<file path="src/rtl/toggle_poll_pkg.sv">
package toggle_poll_pkg;

  typedef enum logic [2:0] {
    ST_IDLE,
    ST_RD_FIRST,
    ST_RD_SECOND,
    ST_RC_FIRST,
    ST_RC_SECOND,
    ST_CMD_WR
  } poll_state_t;

  // Pick the toggle bit from a status byte: sel=0 -> pos_a, sel=1 -> pos_b
  function automatic logic pick_bit(input logic [7:0] stat, input logic sel,
                                    input int pos_a, input int pos_b);
    return sel ? stat[pos_b] : stat[pos_a];
  endfunction

  // Toggle seen between two reads of the same status byte
  function automatic logic bit_moved(input logic [7:0] older, input logic [7:0] newer,
                                     input logic sel, input int pos_a, input int pos_b);
    return pick_bit(older, sel, pos_a, pos_b) ^ pick_bit(newer, sel, pos_a, pos_b);
  endfunction

endpackage

</file>
<file path="src/rtl/tp_compare.sv">
module tp_compare #(
  parameter int DATA_W  = 8,
  parameter int POS_A   = 6,
  parameter int POS_B   = 2,
  parameter int FLAG_POS = 5
) (
  input  logic              clk,
  input  logic              rst_n,
  input  logic              load_sel,
  input  logic              sel_in,
  input  logic              cap_first,
  input  logic [DATA_W-1:0] rd_data,
  output logic              toggled,
  output logic              flag_set
);
  import toggle_poll_pkg::*;

  logic [DATA_W-1:0] first_q;
  logic              sel_q;

  always_ff @(posedge clk) begin
    if (!rst_n) begin
      first_q <= '0;
      sel_q   <= 1'b0;
    end else begin
      if (load_sel)  sel_q   <= sel_in;
      if (cap_first) first_q <= rd_data;
    end
  end

  assign toggled  = bit_moved(first_q, rd_data, sel_q, POS_A, POS_B);
  assign flag_set = rd_data[FLAG_POS];
endmodule

</file>
<file path="src/rtl/tp_pair_cnt.sv">
module tp_pair_cnt #(
  parameter int MAX_PAIRS = 4096
) (
  input  logic clk,
  input  logic rst_n,
  input  logic clr,
  input  logic inc,
  output logic at_limit
);
  localparam int CNT_W = $clog2(MAX_PAIRS + 1);
  localparam logic [CNT_W-1:0] LAST = CNT_W'(MAX_PAIRS - 1);

  logic [CNT_W-1:0] cnt_q;

  always_ff @(posedge clk) begin
    if (!rst_n)    cnt_q <= '0;
    else if (clr)  cnt_q <= '0;
    else if (inc)  cnt_q <= cnt_q + 1'b1;
  end

  assign at_limit = (cnt_q == LAST);
endmodule

</file>
<file path="src/rtl/toggle_poll_ctrl.sv">
module toggle_poll_ctrl #(
  parameter int          DATA_W    = 8,
  parameter int          POS_A     = 6,
  parameter int          POS_B     = 2,
  parameter int          FLAG_POS  = 5,
  parameter int          MAX_PAIRS = 4096,
  parameter logic [7:0]  RESET_CMD = 8'hF0
) (
  input  logic              clk,
  input  logic              rst_n,
  input  logic              start,
  input  logic              abort,
  input  logic              bit_sel,
  output logic              rd_req,
  input  logic              rd_ack,
  input  logic [DATA_W-1:0] rd_data,
  output logic              wr_req,
  output logic [DATA_W-1:0] wr_data,
  input  logic              wr_ack,
  output logic              busy,
  output logic              done_ok,
  output logic              done_fail
);
  import toggle_poll_pkg::*;

  poll_state_t state_q, state_d;
  logic ok_q, fail_q;

  // named internal events
  logic start_acc, rd_go, in_read, in_recheck, abort_hit;
  logic first_cap, pair_end, toggled, flag_set, at_limit, pair_inc;

  assign in_read    = (state_q == ST_RD_FIRST) || (state_q == ST_RD_SECOND) ||
                      (state_q == ST_RC_FIRST) || (state_q == ST_RC_SECOND);
  assign in_recheck = (state_q == ST_RC_FIRST) || (state_q == ST_RC_SECOND);
  assign start_acc  = start && (state_q == ST_IDLE);
  assign abort_hit  = abort && in_read;
  assign rd_go      = rd_req && rd_ack && !abort_hit;
  assign first_cap  = rd_go && ((state_q == ST_RD_FIRST) || (state_q == ST_RC_FIRST));
  assign pair_end   = rd_go && ((state_q == ST_RD_SECOND) || (state_q == ST_RC_SECOND));
  assign pair_inc   = pair_end && !in_recheck && toggled && !flag_set && !at_limit;

  tp_compare #(
    .DATA_W(DATA_W), .POS_A(POS_A), .POS_B(POS_B), .FLAG_POS(FLAG_POS)
  ) u_cmp (
    .clk(clk), .rst_n(rst_n), .load_sel(start_acc), .sel_in(bit_sel),
    .cap_first(first_cap), .rd_data(rd_data), .toggled(toggled), .flag_set(flag_set)
  );

  tp_pair_cnt #(.MAX_PAIRS(MAX_PAIRS)) u_cnt (
    .clk(clk), .rst_n(rst_n), .clr(start_acc), .inc(pair_inc), .at_limit(at_limit)
  );

  always_comb begin
    state_d = state_q;
    unique case (state_q)
      ST_IDLE:      if (start_acc) state_d = ST_RD_FIRST;
      ST_RD_FIRST:  if (abort_hit) state_d = ST_IDLE;
                    else if (first_cap) state_d = ST_RD_SECOND;
      ST_RD_SECOND: if (abort_hit) state_d = ST_IDLE;
                    else if (pair_end) begin
                      if (!toggled)      state_d = ST_IDLE;
                      else if (flag_set) state_d = ST_RC_FIRST;
                      else if (at_limit) state_d = ST_CMD_WR;
                      else               state_d = ST_RD_FIRST;
                    end
      ST_RC_FIRST:  if (abort_hit) state_d = ST_IDLE;
                    else if (first_cap) state_d = ST_RC_SECOND;
      ST_RC_SECOND: if (abort_hit) state_d = ST_IDLE;
                    else if (pair_end) state_d = toggled ? ST_CMD_WR : ST_IDLE;
      ST_CMD_WR:    if (wr_ack) state_d = ST_IDLE;
      default:      state_d = ST_IDLE;
    endcase
  end

  always_ff @(posedge clk) begin
    if (!rst_n) begin
      state_q <= ST_IDLE;
      ok_q    <= 1'b0;
      fail_q  <= 1'b0;
    end else begin
      state_q <= state_d;
      ok_q    <= pair_end && !toggled;
      fail_q  <= (state_q == ST_CMD_WR) && wr_ack;
    end
  end

  assign rd_req    = in_read;
  assign wr_req    = (state_q == ST_CMD_WR);
  assign wr_data   = DATA_W'(RESET_CMD);
  assign busy      = (state_q != ST_IDLE);
  assign done_ok   = ok_q;
  assign done_fail = fail_q;
endmodule

</file>
<file path="config.mk">
export PLATFORM = sky130hd
export DESIGN_NAME = toggle_poll_ctrl
export DESIGN_NICKNAME = d
export VERILOG_FILES = /design/src/rtl/toggle_poll_pkg.sv /design/src/rtl/tp_compare.sv /design/src/rtl/tp_pair_cnt.sv /design/src/rtl/toggle_poll_ctrl.sv
export SDC_FILE = /design/constraint.sdc
export NUM_CORES = 1
export LEC_CHECK = 0
export ABC_AREA = 1
export CAP_MARGIN = 5
export CORE_AREA = 2 2 58 55
export DETAILED_ROUTE_END_ITERATION = 6
export DIE_AREA = 0 0 60 57
export PLACE_DENSITY = 0.79
export SYNTH_ARGS = -nofsm -noshare
export SYNTH_HDL_FRONTEND = slang
export SYNTH_HIERARCHICAL = 1
export SYNTH_SLANG_ARGS = --single-unit
</file>
<file path="constraint.sdc">
create_clock -name clk -period 2.3 [get_ports clk]
set_input_delay 0.345 -clock clk [delete_from_list [all_inputs] [get_ports clk]]
set_output_delay 0.345 -clock clk [all_outputs]
set_load 0.01 [all_outputs]
</file>
==> results.json <==
{
  "die_w_um": 60,
  "vias_per_cell": 4.681,
  "syn-instance-count": 214,
  "crit_path_end": "rd_req",
  "regArea_um2": 421.7,
  "rsz0062_at_grt": "false",
  "area_delta_synth_final_pct": 11.64,
  "cts_sinks": 21,
  "numCtsBuffers": 3,
  "place_inst": 266,
  "switchingPower_mw": 0.2244,
  "hpwlAfterDp_um": 1968,
  "drive_gt1_share_pct": 12.28,
  "gp_congestion": 0.8313,
  "grt_pass1_wl_um": 4478,
  "start_util_pct": 47.46,
  "synth_top_family_by_area": "simple AND/OR/NAND/NOR gates",
  "async_flop_share_pct": 0,
  "power_frac_seq_pct": 53.1,
  "synth-edff-count": 0,
  "antenna_cells": 0,
  "post-cts-setup-buffers": 0,
  "r2r_cells": 12,
  "maxCapViolCount": 0,
  "crit_arrival_ns": 1.67,
  "finalHoldViolCount": 0,
  "grt_start_max_net_pins": 12,
  "synthSimpleGateAreaFrac_pct": 43.26,
  "grt_overflow": 0,
  "synth_top_cell_by_area": "dfxtp_1",
  "synthAdderAreaFrac_pct": 0.9166,
  "worstSetupStartpointType": "flop",
  "io_buffers": 14,
  "drv_slew": 0,
  "drtIter0Drc": 53,
  "outcome": "complete, no violations",
  "syn_avg_cell_area_um2": 6.379,
  "yosysWarnings": 6,
  "intPower_mw": 0.5109,
  "path_class": "reg2out",
  "hold_class": "reg2reg",
  "crit_path_end_kind": "output pin",
  "clk_pin_slew_ns": 0.12,
  "drc_errors": 0,
  "netlist_area_mm2": 0.001365,
  "power.total_mw": 0.7353,
  "hp-start": "u_cnt/cnt_q[12]",
  "final.min_clock_period_ns": 2.016,
  "final_antenna_net_count": 0,
  "htreeDepth": 1,
  "insertion_delay_ns": 0.31,
  "r2r_end": "u_cnt/cnt_q[11]",
  "clock_power_share_pct": 25.0,
  "swShare_pct": 30.52,
  "fillCellCount": 292,
  "vdd_ir_drop_max_uv": 298.9,
  "drt-total-wl_um": 2565,
  "p_comb_share_pct": 21.9,
  "ys_top_cells_by_area": "dfxtp_1 31%, nand2_1 15%, nor2_1 8.5%",
  "crit_fanout": 8,
  "wl_per_cell_um": 9.500,
  "io_pins": 28,
  "setup_viol": 0,
  "crit_start": "state_q[0]",
  "core-area_mm2": 0.002877,
  "firstDrtPassIters": 4,
  "grt_usage_pct": 16.71,
  "ys.flop_type": "dfxtp_1",
  "cts_buffer_depth": 2,
  "fin_util_pct": 52.98,
  "die_h_um": 57,
  "finalCritPeriodShare_pct": 87.65,
  "rows": 19,
  "rrSetupSlack_ns": 0.32,
  "timing.fmax_mhz": 496.1,
  "grt_pass1_vias": 1067,
  "synth_cell_type_count": 26,
  "final_cell_count_no_fill": 270,
  "die_area_mm2": 0.003420,
  "synth_compound_area_share_pct": 8.433,
  "cts_tree": "yes",
  "reg2reg_from": "state_q[0]",
  "post-place-ws_ns": 0.08378,
  "power.density_mw_per_mm2": 482.5,
  "synth_mux_area_share_pct": 0,
  "yosysTopAreaCellShare_pct": 30.80,
  "finalSetupTns_ns": 0,
  "synth_xor_area_share_pct": 0,
  "power_leakage_nw": 0.6106,
  "crit_required_ns": 1.96,
  "antenna_found_initial": 0,
  "synthTopCellsByCount": "54 x nand2_1, 31 x nor2_1, 27 x inv_1, 21 x dfxtp_1, 12 x a21oi_1",
  "multi_input_area_um2": 748.2,
  "vias": 1264,
  "yosysMostFrequentCell": "nand2_1",
  "cts_root_buf": "clkbuf_4",
  "ys_seq_area_share_pct": 30.80,
  "worst_slack_ns": 0.2841,
  "ys_ff_latch": 21,
  "skew_ns": 0.005243,
  "nets": 245
}
==> per-stage QoR <==
step	cell area, um2	hold slack [ns]
global route	1524	0.5334
CTS	1523	0.5182
finish	1524	0.5179
global placement	1496	0.4882
detailed placement	1496	0.4961
floorplan	1388	0.4720
==> power groups by stage <==
stage / Sequential [mW] / Clock (mW) / Combinational (mW)
2_1_floorplan: 0.386 / 0 / 0.134
3_3_place_gp: 0.398 / 0 / 0.159
3_5_place_dp: 0.398 / 0 / 0.160
4_1_cts: 0.390 / 0.189 / 0.161
5_1_grt: 0.392 / 0.200 / 0.182
6_report: 0.390 / 0.184 / 0.161
==> state kept, by name, summed over array words and instances, names as in the netlist <==
name and flops:
state_q 3, u_cmp/first_q 2, u_cnt/cnt_q 13, u_cmp/sel_q 1, done_fail 1, done_ok 1
==> critical path: stages, from the launching register on <==
cell and delay, ns:
dfxtp_1 0.43, nor2_4 0.19, nand2_2 0.10, nand2_4 0.10
clkdlybuf4s50_1 0.53
==> layer usage <==
layer | vias to the layer above | global-route usage, % | wire length [um]
met3 | 2 | 4.762 | 92
met5 | - | 0 | 0
met2 | 25 | 26.55 | 1171
met4 | 0 | 2.857 | 23
li1 | 685 | - | -
met1 | 552 | 22.85 | 1278
==> worst min-delay path by stage <==
stage	to	slack, ns	cells after the start
finish	u_cnt/cnt_q[12]	0.52	2
floorplan	u_cmp/sel_q	0.47	2
global placement	u_cnt/cnt_q[0]	0.49	1
CTS	u_cnt/cnt_q[12]	0.52	2
detailed placement	u_cnt/cnt_q[12]	0.50	2
global route	u_cnt/cnt_q[12]	0.53	2
==> layout by cell type, fill, tap and decap left out, types with 2 or more instances in the layout <==
| cell | n |
|---|---|
| inv_1 | 27 |
| buf_4 | 3 |
| nand2_2 | 4 |
| dfxtp_1 | 20 |
| conb_1 | 8 |
| a21oi_1 | 12 |
| nor2_4 | 3 |
| nand3_2 | 3 |
| nor2_1 | 31 |
| clkbuf_4 | 3 |
| nand3_1 | 11 |
| nand4_1 | 7 |
| nor4_1 | 2 |
| clkdlybuf4s50_1 | 14 |
| inv_2 | 3 |
| nand2_1 | 54 |
| o21ai_0 | 5 |
| nor3_1 | 5 |
| nor2_2 | 4 |
==> cells by family (layout without fill, tap and decap cells) <==
group	count (synthesis)	in the layout
buffers and inverters	43	51
other	2	8
adders and majority gates	1	1
DFF	21	21
AOI/OAI and AO/OA	21	21
and+or+nand+nor	126	126
==> layout make-up <==
class                   instances  area share, %
clock buffers                   4          1.724
inverters                      30          7.389
multi-input cells             156          49.10
flip-flops and latches         21          27.67
well taps                      42          3.448
repair buffers                 17          10.67
==> timing repair <==
| item | 4_1_cts | 5_1_grt |
|---|---|---|
| setup endpoints to repair | 0 | 1 |
| hold buffers | 0 | 0 |
| endpoints found under the hold margin | 0 | 0 |
| resized for setup | 0 | 1 |
(Power assumes the default switching activity.)
